**config.mk**
```make
export PLATFORM = sky130hd
export DESIGN_NAME = lfps_burst_gen
export DESIGN_NICKNAME = d
export VERILOG_FILES = /design/src/rtl/lfps_pkg.sv /design/src/rtl/lfps_wave.sv /design/src/rtl/lfps_timing.sv /design/src/rtl/lfps_burst_gen.sv
export SDC_FILE = /design/constraint.sdc
export NUM_CORES = 1
export LEC_CHECK = 0
export CORE_UTILIZATION = 50
export CTS_CLUSTER_SIZE = 8
export DETAILED_ROUTE_END_ITERATION = 7
export PLACE_DENSITY = 0.78
export SLEW_MARGIN = 10
export SYNTH_ARGS = -nofsm -noshare
export SYNTH_HDL_FRONTEND = slang
export SYNTH_SLANG_ARGS = --single-unit
```
**constraint.sdc**
```tcl
create_clock -name clk -period 4.5 [get_ports clk]
set_input_delay 0.9 -clock clk [delete_from_list [all_inputs] [get_ports clk]]
set_output_delay 0.9 -clock clk [all_outputs]
set_load 0.02 [all_outputs]
```
**src/rtl/lfps_pkg.sv**
```systemverilog
package lfps_pkg;
    typedef enum logic [1:0] {
        ST_IDLE  = 2'd0,
        ST_BURST = 2'd1,
        ST_GAP   = 2'd2
    } lfps_state_e;

    localparam logic [1:0] PD_SIGNAL = 2'b00;
    localparam logic [1:0] PD_WAKE   = 2'b01;
endpackage

```
**src/rtl/lfps_wave.sv**
```systemverilog
module lfps_wave #(
    parameter int DATA_W = 40,
    parameter int CNT_W  = 16
) (
    input  logic              clk,
    input  logic              rst_n,
    input  logic              restart,
    input  logic              run,
    input  logic [CNT_W-1:0]  half_len,
    output logic [DATA_W-1:0] word
);
    logic [CNT_W-1:0] ph_cnt;
    logic             level;
    logic             ph_wrap;

    assign ph_wrap = (ph_cnt == half_len - 1'b1);

    always_ff @(posedge clk or negedge rst_n) begin
        if (!rst_n) begin
            ph_cnt <= '0;
            level  <= 1'b1;
        end else if (restart) begin
            ph_cnt <= '0;
            level  <= 1'b1;
        end else if (run) begin
            if (ph_wrap) begin
                ph_cnt <= '0;
                level  <= ~level;
            end else begin
                ph_cnt <= ph_cnt + 1'b1;
            end
        end
    end

    assign word = run ? {DATA_W{level}} : '0;

    AST_HALF_IN_RANGE: assert property (@(posedge clk) disable iff (!rst_n)
        run |-> (ph_cnt < half_len));
    AST_LEVEL_HOLD: assert property (@(posedge clk) disable iff (!rst_n)
        (run && !restart && !ph_wrap) |=> (level == $past(level)));
endmodule

```
**src/rtl/lfps_timing.sv**
```systemverilog
module lfps_timing #(
    parameter int CNT_W = 16
) (
    input  logic             clk,
    input  logic             rst_n,
    input  logic             restart,
    input  logic             in_burst,
    input  logic             active,
    input  logic [CNT_W-1:0] burst_len,
    input  logic [CNT_W-1:0] repeat_len,
    output logic             burst_last,
    output logic             rep_last
);
    logic [CNT_W-1:0] b_cnt;
    logic [CNT_W-1:0] r_cnt;

    always_ff @(posedge clk or negedge rst_n) begin
        if (!rst_n) begin
            b_cnt <= '0;
            r_cnt <= '0;
        end else if (restart) begin
            b_cnt <= '0;
            r_cnt <= '0;
        end else begin
            if (in_burst) b_cnt <= b_cnt + 1'b1;
            if (active)   r_cnt <= r_cnt + 1'b1;
        end
    end

    assign burst_last = (b_cnt == burst_len - 1'b1);
    assign rep_last   = (r_cnt == repeat_len - 1'b1);

    AST_BURST_WITHIN_REPEAT: assert property (@(posedge clk) disable iff (!rst_n)
        in_burst |-> (b_cnt <= r_cnt));
    AST_REPEAT_BOUND: assert property (@(posedge clk) disable iff (!rst_n)
        active |-> (r_cnt < repeat_len));
endmodule

```
**src/rtl/lfps_burst_gen.sv**
```systemverilog
module lfps_burst_gen
    import lfps_pkg::*;
#(
    parameter int DATA_W = 40,
    parameter int CNT_W  = 16
) (
    input  logic              clk,
    input  logic              rst_n,
    input  logic              start,
    input  logic              stop,
    input  logic              wake_mode,
    input  logic [CNT_W-1:0]  half_len,
    input  logic [CNT_W-1:0]  burst_len,
    input  logic [CNT_W-1:0]  repeat_len,
    output logic [DATA_W-1:0] tx_data,
    output logic              tx_elec_idle,
    output logic              tx_detect_rx,
    output logic [1:0]        tx_pd,
    output logic [1:0]        rx_pd,
    output logic              busy,
    output logic              cfg_err
);
    lfps_state_e      state, nxt;
    logic [CNT_W-1:0] lat_half, lat_burst, lat_rep;
    logic             lat_wake;
    logic             stop_pend;
    logic             cfg_ok;
    logic             accept;
    logic             enter_burst;
    logic             burst_last, rep_last;
    logic             stop_any;
    logic [DATA_W-1:0] wave_word;
    logic [1:0]       pd_mode;

    assign cfg_ok   = (half_len != '0) && (burst_len != '0) && (burst_len < repeat_len);
    assign accept   = (state == ST_IDLE) && start && cfg_ok;
    assign stop_any = stop || stop_pend;

    always_comb begin
        nxt = state;
        unique case (state)
            ST_IDLE:  if (accept) nxt = ST_BURST;
            ST_BURST: if (burst_last) nxt = stop_any ? ST_IDLE : ST_GAP;
            ST_GAP: begin
                if (stop_any)      nxt = ST_IDLE;
                else if (rep_last) nxt = ST_BURST;
            end
            default: nxt = ST_IDLE;
        endcase
    end

    assign enter_burst = (nxt == ST_BURST) && (state != ST_BURST);

    always_ff @(posedge clk or negedge rst_n) begin
        if (!rst_n) state <= ST_IDLE;
        else        state <= nxt;
    end

    always_ff @(posedge clk or negedge rst_n) begin
        if (!rst_n) begin
            lat_half  <= '0;
            lat_burst <= '0;
            lat_rep   <= '0;
            lat_wake  <= 1'b0;
            cfg_err   <= 1'b0;
            stop_pend <= 1'b0;
        end else begin
            if (state == ST_IDLE) begin
                stop_pend <= 1'b0;
                if (start) begin
                    cfg_err <= !cfg_ok;
                    if (cfg_ok) begin
                        lat_half  <= half_len;
                        lat_burst <= burst_len;
                        lat_rep   <= repeat_len;
                        lat_wake  <= wake_mode;
                    end
                end
            end else if (stop) begin
                stop_pend <= 1'b1;
            end
        end
    end

    lfps_wave #(.DATA_W(DATA_W), .CNT_W(CNT_W)) i_wave (
        .clk      (clk),
        .rst_n    (rst_n),
        .restart  (enter_burst),
        .run      (state == ST_BURST),
        .half_len (lat_half),
        .word     (wave_word)
    );

    lfps_timing #(.CNT_W(CNT_W)) i_timing (
        .clk        (clk),
        .rst_n      (rst_n),
        .restart    (enter_burst),
        .in_burst   (state == ST_BURST),
        .active     (state != ST_IDLE),
        .burst_len  (lat_burst),
        .repeat_len (lat_rep),
        .burst_last (burst_last),
        .rep_last   (rep_last)
    );

    assign pd_mode = lat_wake ? PD_WAKE : PD_SIGNAL;

    always_comb begin
        tx_data      = '0;
        tx_elec_idle = 1'b1;
        tx_detect_rx = 1'b0;
        tx_pd        = PD_SIGNAL;
        busy         = 1'b1;
        unique case (state)
            ST_IDLE: busy = 1'b0;
            ST_BURST: begin
                tx_data      = wave_word;
                tx_elec_idle = !lat_wake;
                tx_detect_rx = !lat_wake;
                tx_pd        = pd_mode;
            end
            ST_GAP: tx_pd = pd_mode;
            default: busy = 1'b0;
        endcase
        rx_pd = tx_pd;
    end

    AST_REJECT_BAD_CFG: assert property (@(posedge clk) disable iff (!rst_n)
        (state == ST_IDLE && start && !cfg_ok) |=> (!busy && cfg_err));
    AST_NO_TRUNCATE: assert property (@(posedge clk) disable iff (!rst_n)
        (state == ST_BURST && !burst_last) |=> (state == ST_BURST));
    AST_CFG_HELD: assert property (@(posedge clk) disable iff (!rst_n)
        (state != ST_IDLE) |=> ($stable(lat_burst) && $stable(lat_rep) && $stable(lat_half)));
    AST_GAP_ONLY_AFTER_BURST: assert property (@(posedge clk) disable iff (!rst_n)
        $rose(state == ST_GAP) |-> ($past(state) == ST_BURST));
endmodule

```
-- Word-level counts from Yosys, hierarchy flattened
Index checks and enable logic that the tools add are counted.
- bits in registers: 102
- input bits: 53
- output and inout bits: 48
- logic and storage cells: 70
- add/subtract/negate cells: 6
- magnitude comparators: 1
- equality and inequality tests: 7
- mux-type cells: 24
- bitwise operators: 1
- reductions and logical operators: 20
- operators with widths (kind ; number):
    16-bit 2-to-1 mux ; 7
    16-bit by 1-bit adder with 16-bit output, second input constant ; 3
    16-bit equality test ; 3
    16-bit by 1-bit subtractor with 16-bit output, second input constant ; 3
    40-bit 2-to-1 mux ; 1
    16-bit nonzero test ; 2
    16-bit less-than comparator ; 1
    1-bit 2-to-1 mux ; 10
    2-bit 2-to-1 mux ; 5
    2-bit nonzero test ; 5
    2-bit one-hot mux with 3 select lines ; 1
    1-bit logical AND ; 5
    2-bit by 1-bit equality test with 1-bit output, second input constant ; 2
    2-bit AND reduction ; 2
    3-bit AND reduction ; 1
    2-bit equality test, second input constant ; 1
    1-bit zero test ; 2
    2-bit zero test ; 1
    2-bit by 1-bit inequality test with 1-bit output, second input constant ; 1
    2-bit OR reduction ; 1
    1-bit logical OR ; 1
    1-bit inverter ; 1

-- Depth between registers and ports, before layout
Gate-level depths: netlist (run 1).
- depth after elaboration: 10
- gate-level depth with buffers: 11
- gate-level depth less buffers: 10

-- By module
A second synthesis (run 1) with hierarchy kept.
- cell total of the unflattened synthesis: 789
- area total of the unflattened synthesis: 7579.8 µm²
- modules (own cells, without submodules) (module ; times used ; cells each ; area each (µm²) ; seq. area each (µm²)):
    lfps_burst_gen ; 1 ; 247 ; 3108.0 ; 1326.3
    lfps_timing ; 1 ; 320 ; 2687.6 ; 800.8
    lfps_wave ; 1 ; 222 ; 1784.2 ; 426.7

-- Worst setup path after synthesis (run 1)
Ideal clock, no wire load.
- kind: register -> output
- from: reg state[1]
- to: out tx_data[10]
- arrival time: 2.401 ns
- data required time: 3.600 ns
- setup slack: 1.199 ns
- cell stages (with the launch flop): 7
- path buffers: 3
- cell sequence: dfrtp_1 > inv_1 > ha_1 > clkbuf_1 > clkbuf_1 > and2_1 > buf_4
- cells in the longest elaborated chain, start to end: 2
- RTL lines (what ; RTL line ; RTL):
    from (decl) ; lfps_burst_gen.sv:23 ; lfps_state_e state, nxt;
    from (signal assigned) ; lfps_burst_gen.sv:56 ; else state <= nxt;
    2-bit by 1-bit equality test with 1-bit output ; lfps_burst_gen.sv:89, lfps_burst_gen.sv:114 ;
    40-bit 2-to-1 mux ; lfps_burst_gen.sv:114 ; unique case (state)
    to (decl) ; lfps_burst_gen.sv:15 ; output logic [DATA_W-1:0] tx_data,
Every way passes these cells.

-- Worst setup path in the final report (run 1)
- from: in repeat_len[14]
- to: reg i_timing.r_cnt[8]
- cells in the longest elaborated chain, start to end: 8
- elaborated cells on any way between the ends: 9
- those cells by class: order compare (1); eq/ne (1); mux (3); reduce/logical (4)
- RTL lines (what ; RTL line ; RTL):
    from (decl) ; lfps_burst_gen.sv:14 ; input logic [CNT_W-1:0] repeat_len,
    16-bit less-than comparator (*) ; lfps_burst_gen.sv:35 ; assign cfg_ok = (half_len != '0) && (burst_len != '0) && (burst_len < repeat_len);
    1-bit logical AND (*) ; lfps_burst_gen.sv:35 ;
    1-bit logical AND (*) ; lfps_burst_gen.sv:36 ; assign accept = (state == ST_IDLE) && start && cfg_ok;
    2-bit 2-to-1 mux (*) ; lfps_burst_gen.sv:42 ; ST_IDLE: if (accept) nxt = ST_BURST;
    2-bit one-hot mux with 3 select lines (*) ; lfps_burst_gen.sv:41 ; unique case (state)
    2-bit by 1-bit equality test with 1-bit output (*) ; lfps_burst_gen.sv:52 ; assign enter_burst = (nxt == ST_BURST) && (state != ST_BURST);
    1-bit logical AND (*) ; lfps_burst_gen.sv:52 ;
    16-bit 2-to-1 mux or 2-bit nonzero test (tied branches) ; -- ;
    to (signal assigned) ; lfps_timing.sv:26 ; if (active) r_cnt <= r_cnt + 1'b1;
    to (decl) ; lfps_timing.sv:15 ; logic [CNT_W-1:0] r_cnt;
Mark *: on every way between the ends. The rest lies on a longest branch, timed or not.
A chain may end at the register's enable or synchronous reset.

==> flow_metrics.env, run 1 <==
export IMPL_grt_met3_usage=0.02491
export IMPL_hpwl_mm=12.27
export IMPL_root_buffer="clkbuf_16"
export IMPL_post_cts_setup_buffers=0
export IMPL_crit_buf_inv=3
export IMPL_syn_to_final_growth_pct=15.65
export IMPL_tightest_slew_ps=745.3
export IMPL_numClockSinks=102
export IMPL_grt_pass1_vias=5509
export IMPL_critPathArrivalTime_ps=3530
export IMPL_ys_seq_area_frac=0.3578
export IMPL_critPathMaxFanout=16
export IMPL_coreArea_sq_um=13880
export IMPL_die_h_um=121.5
export IMPL_p_leak_nw=3.369
export IMPL_peakVddDrop_v=0.0003236
export IMPL_die_w_um=121.5
export IMPL_drt_wl_total_mm=16.34
export IMPL_placed_area_sq_um=7953
export IMPL_critical_path_cell_chain="clkdlybuf4s50_1 > inv_1 > ha_1 > and3_1 > o21ai_0 > nand4_1 > and2_1 > nor3_1 > a311oi_2 > a211oi_2 > buf_4 > nor2_1"
export IMPL_cts_buffer_depth=2
export IMPL_max_stage_delay_ps=510
export IMPL_finalClockSkew_ps=5.307
export IMPL_status="finished clean"
export IMPL_ys_top_cells_by_area="dfrtp_1 35%, mux2_2 6.9%, xnor2_1 4.7%"
export IMPL_drcViolationCount=0
export IMPL_startpoint_type="input port"
export IMPL_n_fill_cell=1176
export IMPL_min_period_ps=3293
export IMPL_drive_gt1_frac=0.1187
export IMPL_final_max_slew_violation_count=0
export IMPL_synth_cell_types=73
export IMPL_fin_nets=924
export IMPL_final_cells=1031
export IMPL_syn_avg_cell_area_sq_um=8.900
export IMPL_synth_top_area_cell="dfrtp_1"
export IMPL_fmax_mhz=303.7
export IMPL_finalSetupViolCount=0
export IMPL_num_vias=5903
export IMPL_grtUsageTotal=0.2359
export IMPL_hold_ws_ps=456.1
export IMPL_relSlewSlack=0.5031
export IMPL_gr_usage_met1=0.3191
export IMPL_firstDrtPassIters=5
export IMPL_criticalPathCategory="input port to flop"
export IMPL_antenna_found_initial=0
export IMPL_via_per_inst=5.726
export IMPL_start_util=0.5142
export IMPL_finalSetupTns_ps=0
export IMPL_synth_area_sq_um=7138
export IMPL_crit_path_end_kind="flop"
export IMPL_worst_slack_ps=1207
export IMPL_synth_edf_count=0
export IMPL_post_route_period_util=0.7317
export IMPL_wl_per_cell_um=15.85
export IMPL_grt_max_degree=41
export IMPL_p_per_area_nw_per_um2=606.5
export IMPL_grt_pass1_wl_mm=27.45
export IMPL_final_core_utilization=0.5947
export IMPL_ys_ff_latch=102
export IMPL_slowest_stage="clkdlybuf4s50_1"
export IMPL_place_ws_ps=886.1
export IMPL_hp_class="input port to asynchronous set/reset pin"
export IMPL_finalHoldViolations=0
export IMPL_synthArstFlopShare=1.000
export IMPL_clk_pin_slew_ps=70
export IMPL_yosys_warnings=0
export IMPL_numCtsBuffers=9
export IMPL_cap_violations=0
export IMPL_grt_use_met2=0.3814
export IMPL_cpLargestDelayFamily="simple AND/OR/NAND/NOR gates"
export IMPL_rsz0062_at_grt="false"
export IMPL_crit_required_ps=4740
export IMPL_synth_main_ff_cell="dfrtp_1"
export IMPL_htreeDepth=3
export IMPL_ios=101
export IMPL_drtIter0Drc=341
export IMPL_die_area_sq_um=14760
export IMPL_io_buffers=98
export IMPL_p_total_mw=5.007
export IMPL_n_antenna_cell=0
export IMPL_rows=43
export IMPL_globalplace_congestion=0.8651
export IMPL_final_area_sq_um=8255
export IMPL_grt_busiest_layer="met2"
export IMPL_cts_resized=0
export IMPL_dp_cells=1015
export IMPL_synthCells=802
export IMPL_synth_top_area_share=0.3541
export IMPL_antenna_left=0
export IMPL_grt_ovfl_total=0
export IMPL_clk_latency_ps=350
export IMPL_hold_buffers=0
export IMPL_cts_tree="yes"
==> where the power goes <==
part | switching, mW | internal (mW)
clock | 0.344 | 0.462
combinational | 1.31 | 1.22
sequential | 0.464 | 1.20
==> kinds of logic after synthesis <==
family	share of synthesized area
buffers and inverters	0.08343
adders and majority gates	0.04382
other	0.0005254
and+or+nand+nor	0.2429
DFF	0.3578
AOI/OAI and AO/OA	0.1069
xor gates and xnor gates	0.08957
muxes	0.07502
==> synth_stat cells, types with 4 or more instances <==
master	instances
a211o_1	4
a21o_1	4
a21oi_1	11
a31oi_1	10
and2_1	7
and3_1	22
and4_1	4
buf_1	6
buf_4	42
buf_6	4
clkbuf_1	19
dfrtp_1	101
ha_1	25
inv_1	31
mux2_2	44
mux2i_1	4
nand2_1	73
nand2b_1	11
nand3_1	30
nand4_1	12
nand4b_1	4
nor2_1	56
nor2b_1	9
nor3_1	31
nor4_1	22
o21ai_0	58
or2_2	14
or3_1	9
or4_1	5
xnor2_1	38
xor2_1	35
==> final timing paths <==
kind	cells after the start	from	endpoint	slack, ps
max in group asynchronous	2	rst_n	lat_burst[9]	3210
setup / recovery	12	repeat_len[14]	i_timing.r_cnt[8]	1210
hold / removal	1	rst_n	i_wave.ph_cnt[11]	460
min in group clk	2	stop_pend	stop_pend	510
setup reg to reg	9	lat_half[0]	i_wave.level	1220
hold reg to reg	2	stop_pend	stop_pend	510
==> metal layers <==
layer / wire length, um / part of all wire / vias to the layer above
met5: 0 / 0 / -
met1: 7368 / 0.45 / 2817
met3: 717 / 0.044 / 30
li1: - / - / 2878
met4: 454 / 0.028 / 0
met2: 7803 / 0.48 / 178
==> registers in the layout, indices dropped and copies added (netlist names), 2 cells and up <==
register,count
lat_burst,16
lat_rep,16
i_timing.r_cnt,16
i_timing.b_cnt,16
lat_half,16
state,2
i_wave.ph_cnt,16
==> cells in the final DEF, fill, tap and decap left out, types with 3 or more instances in the layout <==
cell type          n
dfrtp_1          101
clkdlybuf4s50_1   97
nand2_1           73
o21ai_0           58
nor2_1            56
mux2_2            44
xnor2_1           38
xor2_1            35
nor3_1            31
inv_1             31
nand3_1           30
ha_1              25
nor4_1            22
and3_1            22
or2_2             14
nand4_1           12
nand2b_1          11
buf_4             11
a31oi_1           10
a21oi_1           10
or3_1              9
nor2b_1            9
clkbuf_16          9
and2_1             7
or4_1              5
a21o_1             4
nand4b_1           4
mux2i_1            4
and4_1             4
a211o_1            4
o21ai_2            3
nand3b_1           3
nor4b_1            3
==> worst register-to-register path: cells and delay by family (launching register included) <==
kind / cells / cell delay (ps)
AO/OA/AOI/OAI: 3 / 990
XOR/XNOR: 1 / 290
adder cells (fa/ha/maj): 1 / 170
buffers and inverters: 1 / 90
flip-flops: 1 / 420
AND/OR/NAND/NOR: 3 / 1260
==> cell type report <==
type	count	area [sq um]	share of cell area
clock buffers	13	260.3	0.03152
clock inverters	3	42.54	0.005153
inverters	31	116.4	0.01410
multi-input cells	594	4004	0.4850
flip-flops and latches	102	2554	0.3093
well taps	180	225.2	0.02728
repair buffers	108	1054	0.1276
(Power assumes the default switching activity.)
==> run 2, diff against run 1 <==
Clock period 4.5 ns to 3.25 ns, I/O delays scaled along.
==> run 2 against run 1 <==
  * Combinational power is 41% higher
  * Sequential share of layout area is 0.46 points lower
  * Clock power is 30% higher
  * Register-to-register slack worse by 1000 ps
  * Final area is 1.5% higher
  * Setup slack worse by 990 ps
  * Via count is 0.12% higher
  * Largest power group unchanged
==> flow_metrics.env, run 2 (synthesized netlist as in run 1, its figures left out) <==
export IMPL_hpwl_mm=12.01
export IMPL_rsz0062_at_grt="false"
export IMPL_start_util=0.5142
export IMPL_fmax_mhz=329.8
export IMPL_startpoint_type="flop"
export IMPL_numCtsBuffers=9
export IMPL_cts_tree="yes"
export IMPL_via_per_inst=5.661
export IMPL_n_antenna_cell=0
export IMPL_grt_ovfl_total=0
export IMPL_final_cells=1044
export IMPL_relSlewSlack=0.5638
export IMPL_critPathArrivalTime_ps=3260
export IMPL_antenna_found_initial=0
export IMPL_max_stage_delay_ps=410
export IMPL_die_w_um=121.5
export IMPL_finalClockSkew_ps=9.954
export IMPL_post_route_period_util=0.9331
export IMPL_firstDrtPassIters=5
export IMPL_status="finished clean"
export IMPL_rows=43
export IMPL_cts_buffer_depth=2
export IMPL_peakVddDrop_v=0.0004699
export IMPL_criticalPathCategory="flop to flop"
export IMPL_critical_path_cell_chain="inv_1 > ha_1 > xnor2_1 > a211o_1 > a211o_1 > nor4_1 > and4b_1 > nand4_2 > a211oi_2 > buf_4 > o21ai_0"
export IMPL_startpoint="lat_rep[0]"
export IMPL_crit_path_end_kind="flop"
export IMPL_antenna_left=0
export IMPL_grt_pass1_vias=5477
export IMPL_ios=101
export IMPL_numClockSinks=102
export IMPL_finalHoldViolations=0
export IMPL_syn_to_final_growth_pct=17.41
export IMPL_hold_buffers=0
export IMPL_post_cts_setup_buffers=0
export IMPL_min_period_ps=3032
export IMPL_final_core_utilization=0.6038
export IMPL_drcViolationCount=0
export IMPL_root_buffer="clkbuf_16"
export IMPL_slowest_stage="dfrtp_1"
export IMPL_critPathMaxFanout=10
export IMPL_worst_slack_ps=217.5
export IMPL_cp_common_cell="a211o_1"
export IMPL_crit_buf_inv=2
export IMPL_clk_pin_slew_ps=70
export IMPL_p_per_area_nw_per_um2=825.2
export IMPL_final_common_cell="dfrtp_1"
export IMPL_n_fill_cell=1184
export IMPL_cpLargestDelayFamily="compound AO/OA/AOI/OAI gates"
export IMPL_dp_cells=1028
export IMPL_grtUsageTotal=0.2316
export IMPL_cap_violations=0
export IMPL_drtIter0Drc=369
export IMPL_io_buffers=98
export IMPL_finalSetupViolCount=0
export IMPL_place_ws_ps=-161.1
export IMPL_fin_nets=937
export IMPL_coreArea_sq_um=13880
export IMPL_grt_max_degree=51
export IMPL_hp_class="input port to asynchronous set/reset pin"
export IMPL_regArea_sq_um=2554
export IMPL_num_vias=5910
export IMPL_drt_wl_total_mm=15.98
export IMPL_final_max_slew_violation_count=0
export IMPL_multi_input_comb_area_sq_um=4015
export IMPL_crit_required_ps=3480
export IMPL_wl_per_cell_um=15.31
export IMPL_r2r_start="lat_rep[0]"
export IMPL_tightest_slew_ps=654.3
export IMPL_clk_latency_ps=360
export IMPL_htreeDepth=3
export IMPL_die_h_um=121.5
export IMPL_most_common_layout_cells="101 x dfrtp_1, 97 x clkdlybuf4s50_1, 73 x nand2_1"
export IMPL_globalplace_congestion=0.8308
export IMPL_drive_gt1_frac=0.1366
export IMPL_grt_pass1_wl_mm=26.96
export IMPL_die_area_sq_um=14760
export IMPL_p_leak_nw=3.442
-- run 2: cell count changes in the layout (fill, tap and decap cells not counted) --
cell / before / now
buf_12: 0 / 3
buf_4: 11 / 21
bufinv_16: 1 / 0
clkbuf_1: 2 / 0
clkbuf_8: 2 / 0
clkinv_4: 0 / 1
inv_6: 0 / 4
nor4b_1: 3 / 2
nor4b_2: 1 / 2
o31ai_1: 2 / 1
o31ai_2: 0 / 1
-- run 2: area by class of cell --
cell class / instances / area share
Multi-Input combinational cell: 594 / 0.4791
Sequential cell: 102 / 0.3047
Timing Repair Buffer: 121 / 0.1418
Clock buffer: 9 / 0.02687
Tap cell: 180 / 0.02687
Inverter: 31 / 0.01388
Clock inverter: 7 / 0.006718
-- run 2: path summary, 6_finish.rpt --
kind                       slack (ps)  cells past startpoint           endpoint
max                               220                     11  i_timing.b_cnt[4]
min                               320                      1       lat_half[15]
max reg2reg                       220                     11  i_timing.b_cnt[4]
min reg2reg                       530                      1       lat_half[15]
max in group asynchronous        2200                      2         lat_rep[7]
min in group clk                  530                      1       lat_half[15]
-- run 2: worst reg2reg max path, stage by stage (launching register included) --
cell,delay (ps)
dfrtp_1,410
inv_1,80
ha_1,290
xnor2_1,160
a211o_1,310
a211o_1,260
nor4_1,280
and4b_1,330
nand4_2,160
a211oi_2,280
buf_4,230
o21ai_0,110
-- run 2: report_power, final --
| part | total [mW] | switching [mW] | internal (mW) | leakage [nW] |
|---|---|---|---|---|
| registers | 2.30 | 0.638 | 1.67 | 1.30 |
| clock network | 1.05 | 0.515 | 0.531 | 0.137 |
| logic | 3.57 | 1.82 | 1.75 | 2.00 |
-- run 2: per-stage QoR --
step / hold WS, ps / setup TNS [ps] / total power [mW] / instance area [sq um]
floorplan: 354.4 / 0 / 4.973 / 7142
global placement: 503.6 / -441.1 / 5.796 / 8088
detailed placement: 519.2 / -3395 / 5.870 / 8088
CTS: 341.3 / 0 / 6.924 / 8369
global route: 378.8 / 0 / 7.421 / 8381
finish: 321.4 / 0 / 6.916 / 8381
-- run 2: what timing repair did --
| action | CTS | global route |
|---|---|---|
| endpoints found under the hold margin | 0 | 0 |
| setup endpoints to repair | 0 | 1 |
| resized for setup | 0 | 2 |
-- run 2: routing by layer --
metal  global-route usage  up-vias  part of all wire
met5                    0        -                 0
met4              0.09645        0             0.021
met3              0.02679       23             0.039
met2               0.3800      157              0.48
met1               0.3092     2817              0.46
li1                     -     2913                 -
